===== config.mk =====
export PLATFORM = sky130hd
export DESIGN_NAME = vec_irq_ctrl
export DESIGN_NICKNAME = d
export VERILOG_FILES = /design/src/rtl/vec_irq_pkg.sv /design/src/rtl/vec_irq_decode.sv /design/src/rtl/vec_irq_datapath.sv /design/src/rtl/vec_irq_ctrl.sv
export SDC_FILE = /design/constraint.sdc
export NUM_CORES = 2
export LEC_CHECK = 0
export ABC_AREA = 1
export BUFFER_PORTS_ARGS = -buffer_cell sky130_fd_sc_hd__buf_2
export CAP_MARGIN = 20
export CORE_AREA = 10 10 321 323
export DETAILED_ROUTE_END_ITERATION = 8
export DIE_AREA = 0 0 331 333
export PLACE_DENSITY_LB_ADDON = 0.1
export RECOVER_POWER = 100
export SLEW_MARGIN = 0
export SYNTH_ARGS = -nofsm -noshare
export SYNTH_HDL_FRONTEND = slang
export SYNTH_SLANG_ARGS = --single-unit
export TNS_END_PERCENT = 100

===== constraint.sdc =====
create_clock -name clk -period 5.3 [get_ports clk]
set_input_delay 0.795 -clock clk [delete_from_list [all_inputs] [get_ports clk]]
set_output_delay 0.795 -clock clk [all_outputs]
set_load 0.1 [all_outputs]

===== src/rtl/vec_irq_pkg.sv =====
package vec_irq_pkg;
  localparam int ADDR_W     = 12;
  localparam int SLOT_IDX_W = 6;

  localparam logic [ADDR_W-1:0] OFS_NORM    = 12'h000;
  localparam logic [ADDR_W-1:0] OFS_FAST    = 12'h004;
  localparam logic [ADDR_W-1:0] OFS_RAW     = 12'h008;
  localparam logic [ADDR_W-1:0] OFS_ROUTE   = 12'h00C;
  localparam logic [ADDR_W-1:0] OFS_EN      = 12'h010;
  localparam logic [ADDR_W-1:0] OFS_ENCLR   = 12'h014;
  localparam logic [ADDR_W-1:0] OFS_SOFT    = 12'h018;
  localparam logic [ADDR_W-1:0] OFS_SOFTCLR = 12'h01C;
  localparam logic [ADDR_W-1:0] OFS_PROT    = 12'h020;
  localparam logic [ADDR_W-1:0] OFS_CURVEC  = 12'h030;
  localparam logic [ADDR_W-1:0] OFS_DEFVEC  = 12'h034;
  localparam logic [3:0] PAGE_SLOTADDR = 4'h1;
  localparam logic [3:0] PAGE_SLOTCTRL = 4'h2;

  typedef enum logic [3:0] {
    RD_NONE, RD_NORM, RD_FAST, RD_RAW, RD_ROUTE, RD_EN, RD_SOFT,
    RD_PROT, RD_CURVEC, RD_DEFVEC, RD_SLOTADDR, RD_SLOTCTRL
  } rdSrc_e;

  typedef struct packed {
    logic wrRoute;
    logic wrEn;
    logic wrEnClr;
    logic wrSoft;
    logic wrSoftClr;
    logic wrProt;
    logic wrDefVec;
    logic endSvc;
    logic ackVec;
    logic wrSlotAddr;
    logic wrSlotCtrl;
    logic [SLOT_IDX_W-1:0] slotIdx;
    rdSrc_e rdSrc;
  } strobes_t;
endpackage


===== src/rtl/vec_irq_decode.sv =====
module vec_irq_decode
  import vec_irq_pkg::*;
#(
  parameter int NUM_SLOT = 16
) (
  input  logic              clk,
  input  logic              rstN,
  input  logic              busSel,
  input  logic              busWr,
  input  logic [ADDR_W-1:0] busAddr,
  input  logic              busPriv,
  input  logic              protOn,
  output strobes_t          strb
);
  logic   granted;
  logic   inSlotRange;
  rdSrc_e src;

  always_comb begin
    strb        = '0;
    src         = RD_NONE;
    granted     = busSel && (!protOn || busPriv);
    inSlotRange = (busAddr[1:0] == 2'b00) && (int'(busAddr[7:2]) < NUM_SLOT);
    strb.slotIdx = busAddr[7:2];
    if (granted) begin
      case (busAddr)
        OFS_NORM:    src = RD_NORM;
        OFS_FAST:    src = RD_FAST;
        OFS_RAW:     src = RD_RAW;
        OFS_ROUTE:   begin src = RD_ROUTE;  strb.wrRoute   = busWr; end
        OFS_EN:      begin src = RD_EN;     strb.wrEn      = busWr; end
        OFS_ENCLR:   strb.wrEnClr = busWr;
        OFS_SOFT:    begin src = RD_SOFT;   strb.wrSoft    = busWr; end
        OFS_SOFTCLR: strb.wrSoftClr = busWr;
        OFS_PROT:    begin src = RD_PROT;   strb.wrProt    = busWr; end
        OFS_CURVEC:  begin src = RD_CURVEC; strb.endSvc = busWr; strb.ackVec = !busWr; end
        OFS_DEFVEC:  begin src = RD_DEFVEC; strb.wrDefVec  = busWr; end
        default: begin
          if (inSlotRange && busAddr[11:8] == PAGE_SLOTADDR) begin
            src = RD_SLOTADDR;
            strb.wrSlotAddr = busWr;
          end else if (inSlotRange && busAddr[11:8] == PAGE_SLOTCTRL) begin
            src = RD_SLOTCTRL;
            strb.wrSlotCtrl = busWr;
          end
        end
      endcase
      strb.rdSrc = busWr ? RD_NONE : src;
    end
  end

  // an unprivileged access under protection raises no strobe at all
  assert_refused_write_R7: assert property (@(posedge clk) disable iff (!rstN)
    (busSel && protOn && !busPriv) |->
      !(strb.wrRoute || strb.wrEn || strb.wrEnClr || strb.wrSoft || strb.wrSoftClr ||
        strb.wrProt || strb.wrDefVec || strb.endSvc || strb.ackVec ||
        strb.wrSlotAddr || strb.wrSlotCtrl));
endmodule


===== src/rtl/vec_irq_datapath.sv =====
module vec_irq_datapath
  import vec_irq_pkg::*;
#(
  parameter int NUM_SRC  = 32,
  parameter int NUM_SLOT = 16,
  parameter int DATA_W   = 32
) (
  input  logic               clk,
  input  logic               rstN,
  input  logic [NUM_SRC-1:0] hwIrq,
  input  logic [DATA_W-1:0]  wdata,
  input  strobes_t           strb,
  output logic               protOn,
  output logic [DATA_W-1:0]  rdata,
  output logic               fastIrq,
  output logic               normIrq
);
  localparam int SRC_W  = $clog2(NUM_SRC);
  localparam int SLOT_W = $clog2(NUM_SLOT);

  logic [NUM_SRC-1:0]  routeQ, enQ, softQ;
  logic [NUM_SRC-1:0]  rawStat, fastStat, normStat;
  logic                protQ;
  logic [DATA_W-1:0]   defVecQ;
  logic [DATA_W-1:0]   slotAddrQ [NUM_SLOT];
  logic [SRC_W-1:0]    slotSrcQ  [NUM_SLOT];
  logic [NUM_SLOT-1:0] slotEnQ;
  logic [NUM_SLOT-1:0] inSvcQ;
  logic                hit, blocked;
  logic [SLOT_W-1:0]   hitIdx;
  logic [DATA_W-1:0]   curVec, selSlotAddr, selSlotCtrl;

  assign rawStat  = hwIrq | softQ;
  assign fastStat = rawStat & enQ & routeQ;
  assign normStat = rawStat & enQ & ~routeQ;
  assign fastIrq  = |fastStat;
  assign normIrq  = |normStat;
  assign protOn   = protQ;

  always_ff @(posedge clk or negedge rstN) begin
    if (!rstN) begin
      routeQ <= '0; enQ <= '0; softQ <= '0; protQ <= 1'b0; defVecQ <= '0;
    end else begin
      if (strb.wrRoute)   routeQ  <= wdata[NUM_SRC-1:0];
      if (strb.wrEn)      enQ     <= wdata[NUM_SRC-1:0];
      if (strb.wrEnClr)   enQ     <= enQ & ~wdata[NUM_SRC-1:0];
      if (strb.wrSoft)    softQ   <= wdata[NUM_SRC-1:0];
      if (strb.wrSoftClr) softQ   <= softQ & ~wdata[NUM_SRC-1:0];
      if (strb.wrProt)    protQ   <= wdata[0];
      if (strb.wrDefVec)  defVecQ <= wdata;
    end
  end

  for (genvar g = 0; g < NUM_SLOT; g++) begin : gSlot
    always_ff @(posedge clk or negedge rstN) begin
      if (!rstN) begin
        slotAddrQ[g] <= '0;
        slotSrcQ[g]  <= '0;
        slotEnQ[g]   <= 1'b0;
      end else begin
        if (strb.wrSlotAddr && strb.slotIdx == SLOT_IDX_W'(g)) slotAddrQ[g] <= wdata;
        if (strb.wrSlotCtrl && strb.slotIdx == SLOT_IDX_W'(g)) begin
          slotSrcQ[g] <= wdata[SRC_W-1:0];
          slotEnQ[g]  <= wdata[SRC_W];
        end
      end
    end
  end

  // Priority search: a slot is blocked once any slot at or above its priority is in service.
  always_comb begin
    hit = 1'b0; hitIdx = '0; blocked = 1'b0;
    for (int n = 0; n < NUM_SLOT; n++) begin
      blocked = blocked | inSvcQ[n];
      if (!hit && !blocked && slotEnQ[n] && normStat[slotSrcQ[n]]) begin
        hit    = 1'b1;
        hitIdx = SLOT_W'(n);
      end
    end
  end
  assign curVec = hit ? slotAddrQ[hitIdx] : defVecQ;

  always_ff @(posedge clk or negedge rstN) begin
    if (!rstN)                  inSvcQ <= '0;
    else if (strb.endSvc)       inSvcQ <= inSvcQ & (inSvcQ - NUM_SLOT'(1));
    else if (strb.ackVec && hit) inSvcQ <= inSvcQ | (NUM_SLOT'(1) << hitIdx);
  end

  always_comb begin
    selSlotAddr = '0;
    selSlotCtrl = '0;
    for (int n = 0; n < NUM_SLOT; n++) begin
      if (strb.slotIdx == SLOT_IDX_W'(n)) begin
        selSlotAddr = slotAddrQ[n];
        selSlotCtrl = DATA_W'({slotEnQ[n], slotSrcQ[n]});
      end
    end
  end

  always_comb begin
    case (strb.rdSrc)
      RD_NORM:     rdata = DATA_W'(normStat);
      RD_FAST:     rdata = DATA_W'(fastStat);
      RD_RAW:      rdata = DATA_W'(rawStat);
      RD_ROUTE:    rdata = DATA_W'(routeQ);
      RD_EN:       rdata = DATA_W'(enQ);
      RD_SOFT:     rdata = DATA_W'(softQ);
      RD_PROT:     rdata = DATA_W'(protQ);
      RD_CURVEC:   rdata = curVec;
      RD_DEFVEC:   rdata = defVecQ;
      RD_SLOTADDR: rdata = selSlotAddr;
      RD_SLOTCTRL: rdata = selSlotCtrl;
      default:     rdata = '0;
    endcase
  end

  assert_enable_clear_R5: assert property (@(posedge clk) disable iff (!rstN)
    strb.wrEnClr |=> (enQ & $past(wdata[NUM_SRC-1:0])) == '0);
  assert_soft_clear_R6: assert property (@(posedge clk) disable iff (!rstN)
    strb.wrSoftClr |=> (softQ & $past(wdata[NUM_SRC-1:0])) == '0);
  assert_quiet_lines_R4: assert property (@(posedge clk) disable iff (!rstN)
    (enQ == '0) |-> (!fastIrq && !normIrq));
  assert_ack_marks_R10: assert property (@(posedge clk) disable iff (!rstN)
    (strb.ackVec && hit) |=> (inSvcQ != '0));
  assert_eoi_pops_R10: assert property (@(posedge clk) disable iff (!rstN)
    (strb.endSvc && inSvcQ != '0) |=> ($countones(inSvcQ) == $countones($past(inSvcQ)) - 1));
endmodule


===== src/rtl/vec_irq_ctrl.sv =====
module vec_irq_ctrl
  import vec_irq_pkg::*;
#(
  parameter int NUM_SRC  = 32,
  parameter int NUM_SLOT = 16,
  parameter int DATA_W   = 32
) (
  input  logic               clk,
  input  logic               rstN,
  input  logic [NUM_SRC-1:0] hwIrq,
  input  logic               busSel,
  input  logic               busWr,
  input  logic [ADDR_W-1:0]  busAddr,
  input  logic [DATA_W-1:0]  busWdata,
  input  logic               busPriv,
  output logic [DATA_W-1:0]  busRdata,
  output logic               fastIrq,
  output logic               normIrq
);
  strobes_t strb;
  logic     protOn;

  vec_irq_decode #(.NUM_SLOT(NUM_SLOT)) uDecode (
    .clk(clk), .rstN(rstN), .busSel(busSel), .busWr(busWr), .busAddr(busAddr),
    .busPriv(busPriv), .protOn(protOn), .strb(strb)
  );

  vec_irq_datapath #(.NUM_SRC(NUM_SRC), .NUM_SLOT(NUM_SLOT), .DATA_W(DATA_W)) uData (
    .clk(clk), .rstN(rstN), .hwIrq(hwIrq), .wdata(busWdata), .strb(strb),
    .protOn(protOn), .rdata(busRdata), .fastIrq(fastIrq), .normIrq(normIrq)
  );

  assert_refused_read_R7: assert property (@(posedge clk) disable iff (!rstN)
    (busSel && !busWr && protOn && !busPriv) |-> (busRdata == '0));
  assert_idle_read_R12: assert property (@(posedge clk) disable iff (!rstN)
    (!busSel) |-> (busRdata == '0));
endmodule


# Word level (Yosys, flattened, before mapping)
# Cells that the tools add are included.
# Widths: inputs -> output; s select.
# totals
wordCells,390
output_inout_bits,34
register_bits,753
in_bits,81
# classes
shifts,1
bitwise,26
muxes,124
n_lt_le_gt_ge,18
add_sub_neg,1
eq_ne,38
reduce_logical,128
# ops
cell,n
$mux 32,23
$pmux 32 s11,1
$and 32x32->32,5
$bmux 32 s4,1
$lt 5x6->1 const B,16
$mux 6,16
$logic_and 1x1->1,84
$bmux 1 s5,16
$not 32->32,2
$reduce_or 32->1,2
$eq 12x5->1 const B,4
$eq 6x4->1 const B,8
$mux 4,12
$mux 1,43
$pmux 4 s10,1
$eq 12x6->1 const B,3
$logic_not 1->1,33
$mux 16,2
$or 32x32->32,1
$eq 12x4->1 const B,2
$eq 6x3->1 const B,4
$and 16x16->16,1
$eq 4x3->1 const B,4
$eq 4x4->1 const B,4
other kinds (22),48

# Longest topological paths before layout
# depth
depth_word,88
depth_mapped,33
depth_no_buf,31

# Cells and area by module
# Synthesis repeated with hierarchy kept, for this count alone.
# unflattened
hier_cells,6739
hier_area_um2,46683.5
# modules_own_cells
mod,seq_area_each_um2,cells_per_inst,area_each_um2,n_inst
vec_irq_datapath,18843.1,6636,46140.5,1
vec_irq_decode,0.0,103,543.0,1

# Least setup slack after synthesis
# Ideal clock, no wire load.
# synth_path
path_kind,input port to output port
start,in hwIrq[28]
end,out busRdata[7]
arrival_ns,4.044
path_slack_ns,0.461
t_required_ns,4.505
path_buffers,4
path_stages,33
path_cell_list,inv_1 > nand2_2 > nand2_1 > nor2_1 > buf_6 > nand2_1 > nand3_1 > nand3_1 > nand3_1 > nand3_1 > nand2_1 > nand2_1 > nand2_1 > nor2_4 > nand4_4 > nor2_4 > nand4_4 > nor2_4 > nand3_1 > nand2_1 > inv_2 > buf_6 > buf_6 > buf_4 > nand3b_1 > nand2_1 > nand2_1 > nand3_1 > nand3_1 > nand2_1 > nand2_1 > nand2_1 > nand2_1
# synth_via
elab_chain_cells,88
elab_cells_between_ends,133
classes_between,mux (68); bitwise (4); reduce/logical (61)
# synth_lines
item,line,text
start: declaration,vec_irq_ctrl.sv:10,"input logic [NUM_SRC-1:0] hwIrq,"
$or 32x32->32 *,vec_irq_datapath.sv:33,assign rawStat = hwIrq | softQ;
$and 32x32->32 * (2 in a row),vec_irq_datapath.sv:35,assign normStat = rawStat & enQ & ~routeQ;
$bmux 1 s5,vec_irq_datapath.sv:75,if (!hit && !blocked && slotEnQ[n] && normStat[slotSrcQ[n]]) begin
$mux 1 (not written as such),vec_irq_datapath.sv:75,
$logic_and 1x1->1,vec_irq_datapath.sv:75,
$mux 1,vec_irq_datapath.sv:75,
$logic_not 1->1,vec_irq_datapath.sv:75,
$logic_and 1x1->1 (3 in a row),vec_irq_datapath.sv:75,
(+66 left out),-,
$logic_not 1->1,vec_irq_datapath.sv:75,
$logic_and 1x1->1 (3 in a row),vec_irq_datapath.sv:75,
$mux 4,vec_irq_datapath.sv:75,
$not 4->5 (not written as such),vec_irq_datapath.sv:81,assign curVec = hit ? slotAddrQ[hitIdx] : defVecQ;
$bmux 32 s4,vec_irq_datapath.sv:81,
$mux 32 (not written as such) (2 in a row),vec_irq_datapath.sv:81,
$mux 32 *,vec_irq_datapath.sv:81,
$pmux 32 s11 *,vec_irq_datapath.sv:101,case (strb.rdSrc)
end: declaration,vec_irq_ctrl.sv:16,"output logic [DATA_W-1:0] busRdata,"
# Every way passes the cells marked *; elsewhere a longest branch is shown, timed or not. The select of a mux whose other input is x is not followed.

# Worst setup path in the final report
# layout_path
start,reg uData.softQ[1]
end,out busRdata[25]
# layout_via
elab_chain_cells,88
elab_cells_between_ends,133
classes_between,mux (68); bitwise (4); reduce/logical (61)
# layout_lines
item,line,text
start: declaration,vec_irq_datapath.sv:21,"logic [NUM_SRC-1:0] routeQ, enQ, softQ;"
start signal: assignment,vec_irq_datapath.sv:47,if (strb.wrSoft) softQ <= wdata[NUM_SRC-1:0];
start signal: assignment,vec_irq_datapath.sv:48,if (strb.wrSoftClr) softQ <= softQ & ~wdata[NUM_SRC-1:0];
$or 32x32->32 *,vec_irq_datapath.sv:33,
$and 32x32->32 * (2 in a row),vec_irq_datapath.sv:35,
$bmux 1 s5,vec_irq_datapath.sv:75,
$mux 1 (not written as such),vec_irq_datapath.sv:75,
$logic_and 1x1->1,vec_irq_datapath.sv:75,
$mux 1,vec_irq_datapath.sv:75,
$logic_not 1->1,vec_irq_datapath.sv:75,
$logic_and 1x1->1 (3 in a row),vec_irq_datapath.sv:75,
(+66 left out),-,
$logic_not 1->1,vec_irq_datapath.sv:75,
$logic_and 1x1->1 (3 in a row),vec_irq_datapath.sv:75,
$mux 4,vec_irq_datapath.sv:75,
$not 4->5 (not written as such),vec_irq_datapath.sv:81,
$bmux 32 s4,vec_irq_datapath.sv:81,
$mux 32 (not written as such) (2 in a row),vec_irq_datapath.sv:81,
$mux 32 *,vec_irq_datapath.sv:81,
$pmux 32 s11 *,vec_irq_datapath.sv:101,
# Marks and branches as above.

==> reports/results.tsv <==
stage	metric	value	unit
global_routing	grt_pass1_wl	360000	µm
routing	dr.pass1.iters	9	
sta	max-slew-margin-rel	-240	%
power_and_ir_drop	power_leakage	28.2	nW
die	initial_utilization	49.8	%
cts	cts_root_buf	clkbuf_16	
critical_path	reg2reg_from	uData.protOn$_DFFE_PN0P_	
synthesis	synthCells	6951	
critical_path	crit_top_cell	nand2_2	
global_routing	grt.total_usage	43.8	%
power_and_ir_drop	power.density	203	nW/µm²
outcome	violations	max-capacitance violations, max-slew violations, negative setup slack	
synthesis	synth.area.top_cells	dfrtp_1 39%, nand2_1 16%, o21ai_0 11%	
global_routing	antenna_found_initial	17	
critical_path	worstPathArrival	5200	ps
cts	cts.sinks	753	
cts	cts_buffer_depth	3	
critical_path	critPathCapture	busRdata[25]	
placed_design	portBuffers	114	
synthesis	synth.distinct_cells	56	
layout	drive_gt1_share	23.9	%
global_routing	grt_max_degree	129	
cts	holdBufCountCts	0	
global_routing	globalRoute.totalOverflow	0	
placed_design	dp_hpwl	174000	µm
synthesis	seq_area_frac_synth	39.3	%
synthesis	synth_edf_count	0	
cts	cts-htree-levels	3	
routing	drt_iter0_markers	9010	
die	die_w	331	µm
critical_path	crit_buf_inv	9	
critical_path	r2r_end	uData.slotAddrQ[323]$_DFFE_PN0P_	
synthesis	synth.most_common_cell	nand2_1	
critical_path	critPathSlowestCell	dfrtp_1	
routing	routed_wl	251000	µm
synthesis	synth.cells.most_frequent	2048 x nand2_1, 1033 x o21ai_0, 753 x dfrtp_1	
synthesis	yosysWarnings	0	
placed_design	gp_congestion	1.05	
cts	numCtsBuffers	87	
die	die_y	333	µm
critical_path	crit_required	4510	ps
job	drv_cap	6	
critical_path	cp.depth	32	
sta	grt_setup_unrepaired	yes	
die	die-area	110000	µm²
routing	detail-route-antenna-nets	0	
cts	clk_pin_slew	60	ps
synthesis	ys_ff_latch	753	
die	core_area	96300	µm²
routing	vias	56900	
sta	fin_ws	-697	ps
critical_path	crit_start	uData.softQ[1]$_DFFE_PN0P_	
power_and_ir_drop	max-vdd-ir-drop	278	µV
synthesis	synth_top_area_share	39.3	%
cts	tritoncts	built	
hold_path	min_path_type	flop to flop	
critical_path	critPathKind	flop to output pin	
global_routing	grt_pass1_vias	53500	
routing	avgRoutedWirePerCell	28.1	µm
sta	fin_crit	6000	ps
sta	fmax	167	MHz
routing	drt-vias-per-instance	6.36	
synthesis	syn_nets	7032	
sta	holdWs	481	ps
critical_path	rrSetupSlack	-570	ps
synthesis	postSynth.asyncResetShare	100	%
synthesis	synth_flop_cell	dfrtp_1	
sta	fin_crit_sh	113	%
sta	tightestPinTransition	5100	ps
critical_path	crit_family	simple AND/OR/NAND/NOR gates	
synthesis	avgSynthCellArea	6.89	µm²
critical_path	reg2regPathDepth	12	
sta	hold_viol_final	0	
critical_path	startpoint_type	flop	
synthesis	synth_area	47900	µm²
routing	drc_errors	0	
synthesis	netlist.top_cell.by_area	dfrtp_1	
sta	maxSlewViolCount	285	
outcome	status	complete, but fails checks	
critical_path	cpPeakStageDelay	400	ps
layout	area_delta_synth_final	31.9	%
critical_path	endpoint_kind	output pin	
layout	final_nets	7680	
sta	fin_worst_skew	40.2	ps
die	io_pins	115	
sta	setup_viol_count_final	305	
critical_path	worst-path-max-fanout	8	
cts	clk_latency	720	ps
power_and_ir_drop	power.total	12.8	mW
die	num_rows	114	
layout	postLayoutCoreUtil	65.6	%
## where the power goes
group	switching (mW)	internal, mW	total (mW)
clock	2.72	3.76	6.49
sequential	0.00644	5.76	5.76
combinational	0.443	0.115	0.558
## through the flow
stage	setup WS, ps	cells	instance area (µm²)	TNS (ps)
2_1_floorplan	461	6951	47900	0
3_3_place_gp	-1240	8665	55400	-27840
3_5_place_dp	-984	8666	55400	-27500
4_1_cts	-447	8921	62000	-12710
5_1_grt	-755	8942	63200	-182590
6_report	-697	8945	63200	-91910
## registers in the layout, summed over array words and instances (netlist names)
signal	flops
uData.slotEnQ	16
uData.slotAddrQ	512
uData.softQ	32
uData.slotSrcQ	80
uData.enQ	32
uData.routeQ	32
uData.defVecQ	32
uData.protOn	1
uData.inSvcQ	16
## kinds of logic after synthesis
family | Yosys count | synth area share [%]
simple gates | 3129 | 28.4
compound gates | 1779 | 21.2
buf+inv | 1290 | 11.1
flops | 753 | 39.3
## tightest hold or removal path, cell delays in order, from the launching register on
cell and delay [ps]:
dfrtp_1 340, nand2_1 50, o21ai_0 60
## cells in the final DEF, fill, tap and decap left out, types with 94 or more instances in the layout
cell / instances
o21ai_0: 1023
buf_12: 128
nor2_1: 175
a21oi_1: 279
nand3_1: 365
nand2_1: 1784
clkbuf_16: 94
dfrtp_1: 746
buf_4: 733
o22ai_1: 104
o211ai_1: 117
nand2_2: 202
nand3b_1: 115
nand4_1: 130
nand3_2: 123
inv_1: 663
## routing by layer
metal / global-route usage (%) / vias to the layer above / wire [µm]
met2: 65.4 / 4286 / 108000
li1: - / 24500 / -
met4: 33.6 / 12 / 24300
met5: 0 / - / 101
met3: 11.1 / 1303 / 30500
met1: 53.9 / 26800 / 88700
## how the worst min path moves through the flow
stage / startpoint / end / slack [ps] / cells after the start
3_3_place_gp: uData.slotAddrQ[266]$_DFFE_PN0P_ / uData.slotAddrQ[266]$_DFFE_PN0P_ / 470 / 2
3_5_place_dp: uData.slotAddrQ[283]$_DFFE_PN0P_ / uData.slotAddrQ[283]$_DFFE_PN0P_ / 470 / 2
6_report: uData.slotAddrQ[473]$_DFFE_PN0P_ / uData.slotAddrQ[473]$_DFFE_PN0P_ / 480 / 2
2_1_floorplan: uData.defVecQ[0]$_DFFE_PN0P_ / uData.defVecQ[0]$_DFFE_PN0P_ / 450 / 2
5_1_grt: uData.slotAddrQ[466]$_DFFE_PN0P_ / uData.slotAddrQ[466]$_DFFE_PN0P_ / 490 / 2
4_1_cts: rstN / uData.slotSrcQ[24]$_DFFE_PN0P_ / 140 / 1
## layout make-up
class | count | area [µm²]
multi-input cells | 4910 | 26200
diodes | 3 | 7.51
clock buffers | 127 | 2570
well taps | 1276 | 1600
flip-flops and latches | 753 | 18900
clock inverters | 29 | 445
inverters | 765 | 2940
fillers | 8401 | 33100
repair buffers | 1082 | 10500
## what timing repair did
item,4_1_cts,5_1_grt
pin swaps,143,165
setup endpoints to repair,32,32
endpoints found under the hold margin,0,0
resized for setup,553,291
gates cloned,25,6
buffers inserted,79,20
Note: power is estimated with default switching activity, not from simulation.
